--- src/rtl/cache_tag_pkg.sv ---
package cache_tag_pkg;

    typedef enum logic [2:0] {
        OP_LOOKUP    = 3'd0,
        OP_ALLOC     = 3'd1,
        OP_CLEAN_VA  = 3'd2,
        OP_INV_VA    = 3'd3,
        OP_CLEAN_IDX = 3'd4,
        OP_INV_IDX   = 3'd5,
        OP_FLUSH_PA  = 3'd6,
        OP_INV_ALL   = 3'd7
    } ctag_op_e;

    typedef enum logic [1:0] {
        ST_IDLE,
        ST_WB,
        ST_FILL,
        ST_WALK
    } ctag_state_e;

    // Operations that leave the selected line invalid once any write-back is done
    function automatic logic op_clears(ctag_op_e op);
        return (op == OP_INV_VA) || (op == OP_INV_IDX) ||
               (op == OP_FLUSH_PA) || (op == OP_INV_ALL);
    endfunction

endpackage

--- src/rtl/cache_tag_store.sv ---
module cache_tag_store #(
    parameter int NUM_SETS = 8,
    parameter int NUM_WAYS = 4,
    parameter int TAG_W    = 28,
    localparam int SET_W   = $clog2(NUM_SETS),
    localparam int WAY_W   = $clog2(NUM_WAYS)
) (
    input  logic             clk,
    input  logic             rst,
    input  logic [SET_W-1:0] lk_set,
    input  logic [TAG_W-1:0] lk_tag,
    output logic             lk_hit,
    output logic [WAY_W-1:0] lk_way,
    input  logic [SET_W-1:0] rd_set,
    input  logic [WAY_W-1:0] rd_way,
    output logic             rd_valid,
    output logic [TAG_W-1:0] rd_pa,
    input  logic             wr_en,
    input  logic [SET_W-1:0] wr_set,
    input  logic [WAY_W-1:0] wr_way,
    input  logic             wr_valid,
    input  logic [TAG_W-1:0] wr_tag,
    input  logic [TAG_W-1:0] wr_pa
);
    logic             valid_q [NUM_SETS][NUM_WAYS];
    logic [TAG_W-1:0] tag_q   [NUM_SETS][NUM_WAYS];
    logic [TAG_W-1:0] pa_q    [NUM_SETS][NUM_WAYS];
    logic [NUM_WAYS-1:0] match;

    for (genvar w = 0; w < NUM_WAYS; w++) begin : g_way
        assign match[w] = valid_q[lk_set][w] && (tag_q[lk_set][w] == lk_tag);

        always_ff @(posedge clk) begin
            for (int s = 0; s < NUM_SETS; s++) begin
                if (rst) begin
                    valid_q[s][w] <= 1'b0;
                end else if (wr_en && wr_way == WAY_W'(w) && wr_set == SET_W'(s)) begin
                    valid_q[s][w] <= wr_valid;
                    tag_q[s][w]   <= wr_tag;
                    pa_q[s][w]    <= wr_pa;
                end
            end
        end
    end

    always_comb begin
        lk_hit = 1'b0;
        lk_way = '0;
        for (int w = NUM_WAYS - 1; w >= 0; w--) begin
            if (match[w]) begin
                lk_hit = 1'b1;
                lk_way = WAY_W'(w);
            end
        end
    end

    assign rd_valid = valid_q[rd_set][rd_way];
    assign rd_pa    = pa_q[rd_set][rd_way];

    p_single_match_r2: assert property (@(posedge clk) disable iff (rst)
        $onehot0(match));

endmodule

--- src/rtl/cache_victim_ptr.sv ---
module cache_victim_ptr #(
    parameter int NUM_SETS = 8,
    parameter int NUM_WAYS = 4,
    localparam int SET_W   = $clog2(NUM_SETS),
    localparam int WAY_W   = $clog2(NUM_WAYS)
) (
    input  logic             clk,
    input  logic             rst,
    input  logic [SET_W-1:0] sel_set,
    output logic [WAY_W-1:0] victim,
    input  logic             adv_en
);
    logic [WAY_W-1:0] ptr_q [NUM_SETS];

    assign victim = ptr_q[sel_set];

    for (genvar s = 0; s < NUM_SETS; s++) begin : g_set
        always_ff @(posedge clk) begin
            if (rst) begin
                ptr_q[s] <= '0;
            end else if (adv_en && sel_set == SET_W'(s)) begin
                ptr_q[s] <= (ptr_q[s] == WAY_W'(NUM_WAYS - 1)) ? '0 : ptr_q[s] + 1'b1;
            end
        end
    end

    p_ptr_wrap_r3: assert property (@(posedge clk) disable iff (rst)
        adv_en && victim == WAY_W'(NUM_WAYS - 1) |=> ptr_q[$past(sel_set)] == '0);

endmodule

--- src/rtl/cache_tag_ctrl.sv ---
module cache_tag_ctrl
    import cache_tag_pkg::*;
#(
    parameter int LINE_BYTES = 16,
    parameter int NUM_WAYS   = 4,
    parameter int NUM_SETS   = 8,
    parameter bit WRITE_BACK = 1'b1,
    localparam int OFF_W     = $clog2(LINE_BYTES),
    localparam int SET_W     = $clog2(NUM_SETS),
    localparam int WAY_W     = $clog2(NUM_WAYS),
    localparam int TAG_W     = 32 - OFF_W,
    localparam int WORDS     = LINE_BYTES / 4,
    localparam int CNT_W     = (WORDS > 1) ? $clog2(WORDS) : 1
) (
    input  logic             clk,
    input  logic             rst,
    input  logic             req_valid,
    input  logic [2:0]       req_op,
    input  logic [31:0]      req_addr,
    input  logic [31:0]      req_pa,
    output logic             req_ready,
    output logic             done,
    output logic             done_hit,
    output logic [WAY_W-1:0] done_way,
    output logic             wb_req,
    output logic [31:0]      wb_pa,
    input  logic             wb_done,
    output logic             rd_req,
    output logic [31:0]      rd_addr,
    input  logic             rd_ack
);
    ctag_state_e      state_q, state_d;
    ctag_op_e         op_q, op_d, op_in;
    logic [SET_W-1:0] cur_set_q, cur_set_d, sel_set, rd_set, a_set;
    logic [WAY_W-1:0] cur_way_q, cur_way_d, sel_way, rd_way, vic_way, lk_way;
    logic [TAG_W-1:0] new_tag_q, new_tag_d, fill_q, fill_d, rd_pa;
    logic [CNT_W-1:0] cnt_q, cnt_d;
    logic             hit_q, hit_d, done_q, done_d;
    logic [WAY_W-1:0] way_q, way_d;
    logic             lk_hit, rd_valid, adv_en, last_line;
    logic             wr_en, wr_valid;
    logic [SET_W-1:0] wr_set;
    logic [WAY_W-1:0] wr_way;
    logic [TAG_W-1:0] wr_tag, wr_pa;

    assign op_in = ctag_op_e'(req_op);
    assign a_set = req_addr[OFF_W +: SET_W];

    // Line selection for the request presented while idle
    always_comb begin
        case (op_in)
            OP_CLEAN_IDX, OP_INV_IDX: begin
                sel_set = a_set;
                sel_way = req_addr[31 -: WAY_W];
            end
            OP_FLUSH_PA: begin
                sel_set = req_addr[OFF_W + WAY_W +: SET_W];
                sel_way = req_addr[OFF_W +: WAY_W];
            end
            OP_ALLOC: begin
                sel_set = a_set;
                sel_way = vic_way;
            end
            default: begin
                sel_set = a_set;
                sel_way = lk_way;
            end
        endcase
    end

    assign rd_set    = (state_q == ST_IDLE) ? sel_set : cur_set_q;
    assign rd_way    = (state_q == ST_IDLE) ? sel_way : cur_way_q;
    assign last_line = (cur_set_q == SET_W'(NUM_SETS - 1)) && (cur_way_q == WAY_W'(NUM_WAYS - 1));

    cache_tag_store #(.NUM_SETS(NUM_SETS), .NUM_WAYS(NUM_WAYS), .TAG_W(TAG_W)) i_store (
        .clk(clk), .rst(rst),
        .lk_set(a_set), .lk_tag(req_addr[31:OFF_W]), .lk_hit(lk_hit), .lk_way(lk_way),
        .rd_set(rd_set), .rd_way(rd_way), .rd_valid(rd_valid), .rd_pa(rd_pa),
        .wr_en(wr_en), .wr_set(wr_set), .wr_way(wr_way), .wr_valid(wr_valid),
        .wr_tag(wr_tag), .wr_pa(wr_pa)
    );

    cache_victim_ptr #(.NUM_SETS(NUM_SETS), .NUM_WAYS(NUM_WAYS)) i_vptr (
        .clk(clk), .rst(rst), .sel_set(a_set), .victim(vic_way), .adv_en(adv_en)
    );

    always_comb begin
        state_d   = state_q;
        op_d      = op_q;
        cur_set_d = cur_set_q;
        cur_way_d = cur_way_q;
        new_tag_d = new_tag_q;
        fill_d    = fill_q;
        cnt_d     = cnt_q;
        hit_d     = hit_q;
        way_d     = way_q;
        done_d    = 1'b0;
        adv_en    = 1'b0;
        wr_en     = 1'b0;
        wr_set    = cur_set_q;
        wr_way    = cur_way_q;
        wr_valid  = 1'b0;
        wr_tag    = '0;
        wr_pa     = '0;
        unique case (state_q)
            ST_IDLE: if (req_valid) begin
                op_d      = op_in;
                cur_set_d = sel_set;
                cur_way_d = sel_way;
                hit_d     = 1'b0;
                way_d     = '0;
                case (op_in)
                    OP_LOOKUP: begin
                        done_d = 1'b1;
                        hit_d  = lk_hit;
                        way_d  = lk_way;
                    end
                    OP_CLEAN_VA, OP_INV_VA: begin
                        hit_d = lk_hit;
                        way_d = lk_way;
                        if (lk_hit) state_d = ST_WB;
                        else        done_d  = 1'b1;
                    end
                    OP_CLEAN_IDX, OP_INV_IDX, OP_FLUSH_PA: begin
                        hit_d = rd_valid;
                        way_d = sel_way;
                        if (rd_valid) begin
                            state_d = ST_WB;
                        end else begin
                            done_d = 1'b1;
                            wr_en  = op_clears(op_in);
                            wr_set = sel_set;
                            wr_way = sel_way;
                        end
                    end
                    OP_ALLOC: begin
                        adv_en    = 1'b1;
                        way_d     = vic_way;
                        new_tag_d = req_addr[31:OFF_W];
                        fill_d    = req_pa[31:OFF_W];
                        cnt_d     = '0;
                        if (WRITE_BACK && rd_valid) begin
                            state_d = ST_WB;
                        end else if (WRITE_BACK) begin
                            state_d = ST_FILL;
                        end else begin
                            done_d   = 1'b1;
                            wr_en    = 1'b1;
                            wr_set   = a_set;
                            wr_way   = vic_way;
                            wr_valid = 1'b1;
                            wr_tag   = req_addr[31:OFF_W];
                            wr_pa    = req_pa[31:OFF_W];
                        end
                    end
                    default: begin
                        cur_set_d = '0;
                        cur_way_d = '0;
                        state_d   = ST_WALK;
                    end
                endcase
            end
            ST_WB: if (wb_done) begin
                wr_en = op_clears(op_q);
                if (op_q == OP_ALLOC) begin
                    state_d = ST_FILL;
                end else if (op_q == OP_INV_ALL) begin
                    state_d = ST_WALK;
                end else begin
                    state_d = ST_IDLE;
                    done_d  = 1'b1;
                end
            end
            ST_FILL: if (rd_ack) begin
                cnt_d = cnt_q + 1'b1;
                if (cnt_q == CNT_W'(WORDS - 1)) begin
                    wr_en    = 1'b1;
                    wr_valid = 1'b1;
                    wr_tag   = new_tag_q;
                    wr_pa    = fill_q;
                    state_d  = ST_IDLE;
                    done_d   = 1'b1;
                end
            end
            ST_WALK: begin
                if (rd_valid) begin
                    state_d = ST_WB;
                end else if (last_line) begin
                    state_d = ST_IDLE;
                    done_d  = 1'b1;
                end else if (cur_way_q == WAY_W'(NUM_WAYS - 1)) begin
                    cur_way_d = '0;
                    cur_set_d = cur_set_q + 1'b1;
                end else begin
                    cur_way_d = cur_way_q + 1'b1;
                end
            end
        endcase
    end

    always_ff @(posedge clk) begin
        if (rst) begin
            state_q   <= ST_IDLE;
            op_q      <= OP_LOOKUP;
            cur_set_q <= '0;
            cur_way_q <= '0;
            new_tag_q <= '0;
            fill_q    <= '0;
            cnt_q     <= '0;
            hit_q     <= 1'b0;
            way_q     <= '0;
            done_q    <= 1'b0;
        end else begin
            state_q   <= state_d;
            op_q      <= op_d;
            cur_set_q <= cur_set_d;
            cur_way_q <= cur_way_d;
            new_tag_q <= new_tag_d;
            fill_q    <= fill_d;
            cnt_q     <= cnt_d;
            hit_q     <= hit_d;
            way_q     <= way_d;
            done_q    <= done_d;
        end
    end

    assign req_ready = (state_q == ST_IDLE);
    assign done      = done_q;
    assign done_hit  = hit_q;
    assign done_way  = way_q;
    assign wb_req    = (state_q == ST_WB);
    assign wb_pa     = {rd_pa, {OFF_W{1'b0}}};
    assign rd_req    = (state_q == ST_FILL);
    assign rd_addr   = {fill_q, {OFF_W{1'b0}}} + {cnt_q, 2'b00};

    p_wb_hold_r11: assert property (@(posedge clk) disable iff (rst)
        wb_req && !wb_done |=> wb_req && $stable(wb_pa));

    p_no_overlap_r4: assert property (@(posedge clk) disable iff (rst)
        !(wb_req && rd_req));

    p_fill_step_r4: assert property (@(posedge clk) disable iff (rst)
        rd_req && rd_ack && (rd_addr[OFF_W-1:0] != OFF_W'(LINE_BYTES - 4))
        |=> rd_req && rd_addr == $past(rd_addr) + 32'd4);

    p_walk_busy_r10: assert property (@(posedge clk) disable iff (rst)
        $past(req_valid && req_ready && req_op == 3'd7) |-> !req_ready);

endmodule

--- config.mk ---
export PLATFORM = sky130hd
export DESIGN_NAME = cache_tag_ctrl
export DESIGN_NICKNAME = d
export VERILOG_FILES = /design/src/rtl/cache_tag_pkg.sv /design/src/rtl/cache_tag_store.sv /design/src/rtl/cache_victim_ptr.sv /design/src/rtl/cache_tag_ctrl.sv
export SDC_FILE = /design/constraint.sdc
export NUM_CORES = 2
export LEC_CHECK = 0
export ABC_AREA = 1
export BUFFER_PORTS_ARGS = -buffer_cell sky130_fd_sc_hd__buf_4
export CAP_MARGIN = 20
export CORE_ASPECT_RATIO = 0.7
export CORE_MARGIN = 2
export CORE_UTILIZATION = 40
export CTS_BUF_LIST = sky130_fd_sc_hd__clkbuf_4 sky130_fd_sc_hd__clkbuf_8
export DETAILED_ROUTE_END_ITERATION = 6
export PLACE_DENSITY = 0.54
export SYNTH_ARGS = -nofsm -noshare
export SYNTH_HDL_FRONTEND = slang
export SYNTH_SLANG_ARGS = --single-unit
--- constraint.sdc ---
create_clock -name clk -period 20.9 [get_ports clk]
set_input_delay 2.09 -clock clk [delete_from_list [all_inputs] [get_ports clk]]
set_output_delay 2.09 -clock clk [all_outputs]
set_load 0.02 [all_outputs]
==> results.py <==
metrics = {
    "final_layout": {
        "fillers": 18592,
        "layout.nets": 7428,
        "seqCellArea_um2": 56700,
        "syn_to_final_growth_pct": 11.4,
        "multi_input_area_um2": 21300,
        "final_cell_area_um2": 90100,
        "mostFrequentLayoutCell": "nand2_1",
        "mostFrequentLayoutCells": "nand2_1 (2322), edfxtp_1 (1840), nor2_1 (662)",
        "drive_gt1_share_pct": 10.5,
    },
    "place": {
        "globalplace.congestion": 0.980,
        "dpl.hpwl_um": 161000,
        "placed_cell_area_um2": 84300,
        "numPortBuffers": 128,
    },
    "power_and_ir_drop": {
        "p_per_area_nw_per_um2": 113,
        "intPower_w": 0.00667,
        "seq_power_share_pct": 41.1,
        "clkPwrFrac_pct": 31.1,
        "swShare_pct": 34.3,
        "leakagePower_nw": 36.1,
        "combPwrFrac_pct": 27.7,
        "ir_drop_mv": 0.0799,
        "p_sw_w": 0.00348,
        "fin_total_pwr_w": 0.0102,
    },
    "setup_path": {
        "crit_arrival_ns": 10.00,
        "crit_type": "input port to output pin",
        "end_kind": "output pin",
        "cp.required_ns": 18.81,
        "start_kind": "input port",
        "cp_max_fo": 127,
    },
    "worst_hold_path": {
        "holdCritPathClass": "register to register",
    },
    "logic_synthesis": {
        "synth_ff_type": "edfxtp_1",
        "synthTopCellsByArea": "edfxtp_1 (68%), nand2_1 (11%), nor2_1 (3.2%), o21ai_0 (2.1%), nand3_1 (1.8%)",
        "synth-seq-cells": 1912,
        "ys.warnings.count": 0,
        "yosys.area.top_type": "edfxtp_1",
        "synthesis.area_um2": 80900,
        "seq_area_frac_synth_pct": 70.1,
        "synth_edf_count": 1840,
        "synth_cell_types": 44,
        "synthArstFlopShare_pct": 0,
        "synthCells": 7232,
        "netlist.area_leader.share_pct": 68.3,
        "avgSynthCellArea_um2": 11.2,
    },
    "clocking": {
        "post_cts_resize_count": 0,
        "cts_tree": "done",
        "clk_latency_ns": 0.98,
        "root_buffer": "clkbuf_8",
        "cts_max_level": 5,
        "hold_buffers": 0,
        "cts_setup_buffers": 0,
        "cts_made_buffers": 305,
        "clkTransAtPathRegs_ns": 0.05,
        "cts_buffer_depth": 4,
        "clock-sinks": 1912,
    },
    "run_status": {
        "status": "completed",
    },
    "route": {
        "routed_wl_um": 288000,
        "dr.pass1.iters": 6,
        "viasPerCell": 5.75,
        "avgRoutedWirePerCell_um": 28.1,
        "initialDrtViolationCount": 9058,
        "routed-via-count": 58852,
        "final_antenna_net_count": 0,
        "drcViolationCount": 0,
    },
    "timing": {
        "fin_crit_sh_pct": 57.8,
        "slew_headroom_pct": 22.8,
        "hold_viol_final": 0,
        "setup_viol": 0,
        "fin_hold_ws_ns": 0.457,
        "setup_tns_ns": 0,
        "tightest_slew_ns": 1.16,
        "min_period_ns": 12.09,
        "clock_skew_ns": 0.0818,
        "grt_setup_unrepaired": "false",
        "slew_violations": 0,
        "max_freq_ghz": 0.0827,
    },
    "floorplanning": {
        "fp.dieArea_um2": 206000,
        "start_util_pct": 40.1,
        "io_pins": 143,
        "core_area_um2": 202000,
        "die_x_um": 541,
        "row_count": 138,
        "chipHeight_um": 380,
    },
    "grt": {
        "grtUsageTotal_pct": 27.3,
        "grt_pass1_vias": 53373,
        "antenna_found_initial": 12,
        "gr-total-overflow": 0,
        "grt_max_degree": 187,
        "grt_pass1_wl_um": 402000,
    },
    "flow_run": {
        "drv_cap": 0,
    },
}
==> cells by family (layout without fill, tap and decap cells) <==
kind of cell | after synthesis | after routing | share of synthesized area, %
simple gates | 3552 | 3552 | 17.7
flops | 1912 | 1912 | 70.1
compound gates | 1017 | 1017 | 8.02
buf+inv | 732 | 1058 | 3.90
fa+ha+maj | 12 | 12 | 0.186
mux | 4 | 4 | 0.0557
xor+xnor | 2 | 2 | 0.0217
other cells | 1 | 10 | 0.00464
==> power groups by stage <==
stage               sequential, W  clock (W)  combinational, W
floorplan                 0.00426          0           0.00182
global placement          0.00426          0           0.00276
detailed placement        0.00426          0           0.00278
CTS                       0.00418    0.00320           0.00279
global route              0.00418    0.00336           0.00304
finish                    0.00418    0.00316           0.00281
==> worst max-delay path, stage by stage <==
cell and delay (ns):
buf_8 0.19, inv_8 0.41, buf_4 0.77, buf_4 0.65, nand2_1 0.11, o21ai_1 0.31, o21ai_4 0.13, inv_8 0.47
buf_4 0.72, buf_4 0.66, buf_4 0.88, buf_4 0.76, o21ai_0 0.16, o221ai_1 0.29, o21ai_0 0.15, a21oi_1 0.19
a32o_1 0.29, buf_4 0.20
==> final cells by class <==
class                   instances  area share, %
diodes                          4         0.0111
clock inverters                91          0.580
flip-flops and latches       1912           62.9
well taps                    2660           3.69
inverters                     283           1.26
clock buffers                 435           5.82
repair buffers                249           2.10
multi-input cells            4593           23.6
==> cell usage after synthesis, types with 7 or more instances <==
cell and n:
nand3b_1 10, nand3_1 295, clkbuf_1 238, a22oi_1 22
buf_6 16, a211oi_1 8, o21ai_0 333, ha_1 12
nand2_1 2325, nor2_1 683, buf_2 113, a32o_1 28
a21oi_1 262, buf_4 39, inv_1 275, dfxtp_1 72
edfxtp_1 1840, nor3_1 17, a32oi_1 114, o221ai_1 113
o21ai_1 8, nor2_2 7, o21bai_1 112, nand4_1 203
buf_1 43
==> worst paths after layout <==
check                                     startpoint             endpoint  slack [ns]  cells after the start
worst max-delay path                     req_addr[4]            wb_pa[17]        8.81                     18
worst min-delay path                    new_tag_q[0]         new_tag_q[0]        0.46                      2
worst max register to register  i_store.tag_q[0][25]  i_store.pa_q[3][67]       12.97                     29
worst min register to register          new_tag_q[0]         new_tag_q[0]        0.46                      2
==> flip-flops by register name, summed over array words and instances, names as in the netlist <==
register,cells
i_store.pa_q,896
i_store.tag_q,896
i_store.valid_q,32
fill_q,28
new_tag_q,28
i_vptr.ptr_q,16
cur_set_q,3
op_q,3
cnt_q,2
cur_way_q,2
done_way,2
state_q,2
done,1
done_hit,1
==> per-stage QoR <==
stage | util, % | std cells | setup slack, ns
floorplan | - | 7237 | 12.52
global placement | 41.9 | 9697 | 8.96
detailed placement | 41.9 | 9697 | 8.91
CTS | 44.7 | 10223 | 8.91
global route | 44.7 | 10227 | 8.41
finish | 44.7 | 10227 | 8.81
==> routing by layer <==
layer / wire length, um / GRT usage (%) / share of wire (%) / up-vias
li1: - / - / - / 25705
met1: 129000 / 42.6 / 45 / 29344
met2: 119000 / 38.2 / 41 / 3353
met3: 32400 / 5.87 / 11 / 444
met4: 7460 / 6.99 / 2.6 / 6
met5: 34 / 0 / 0.012 / -
Note: power is estimated with default switching activity, not from simulation.
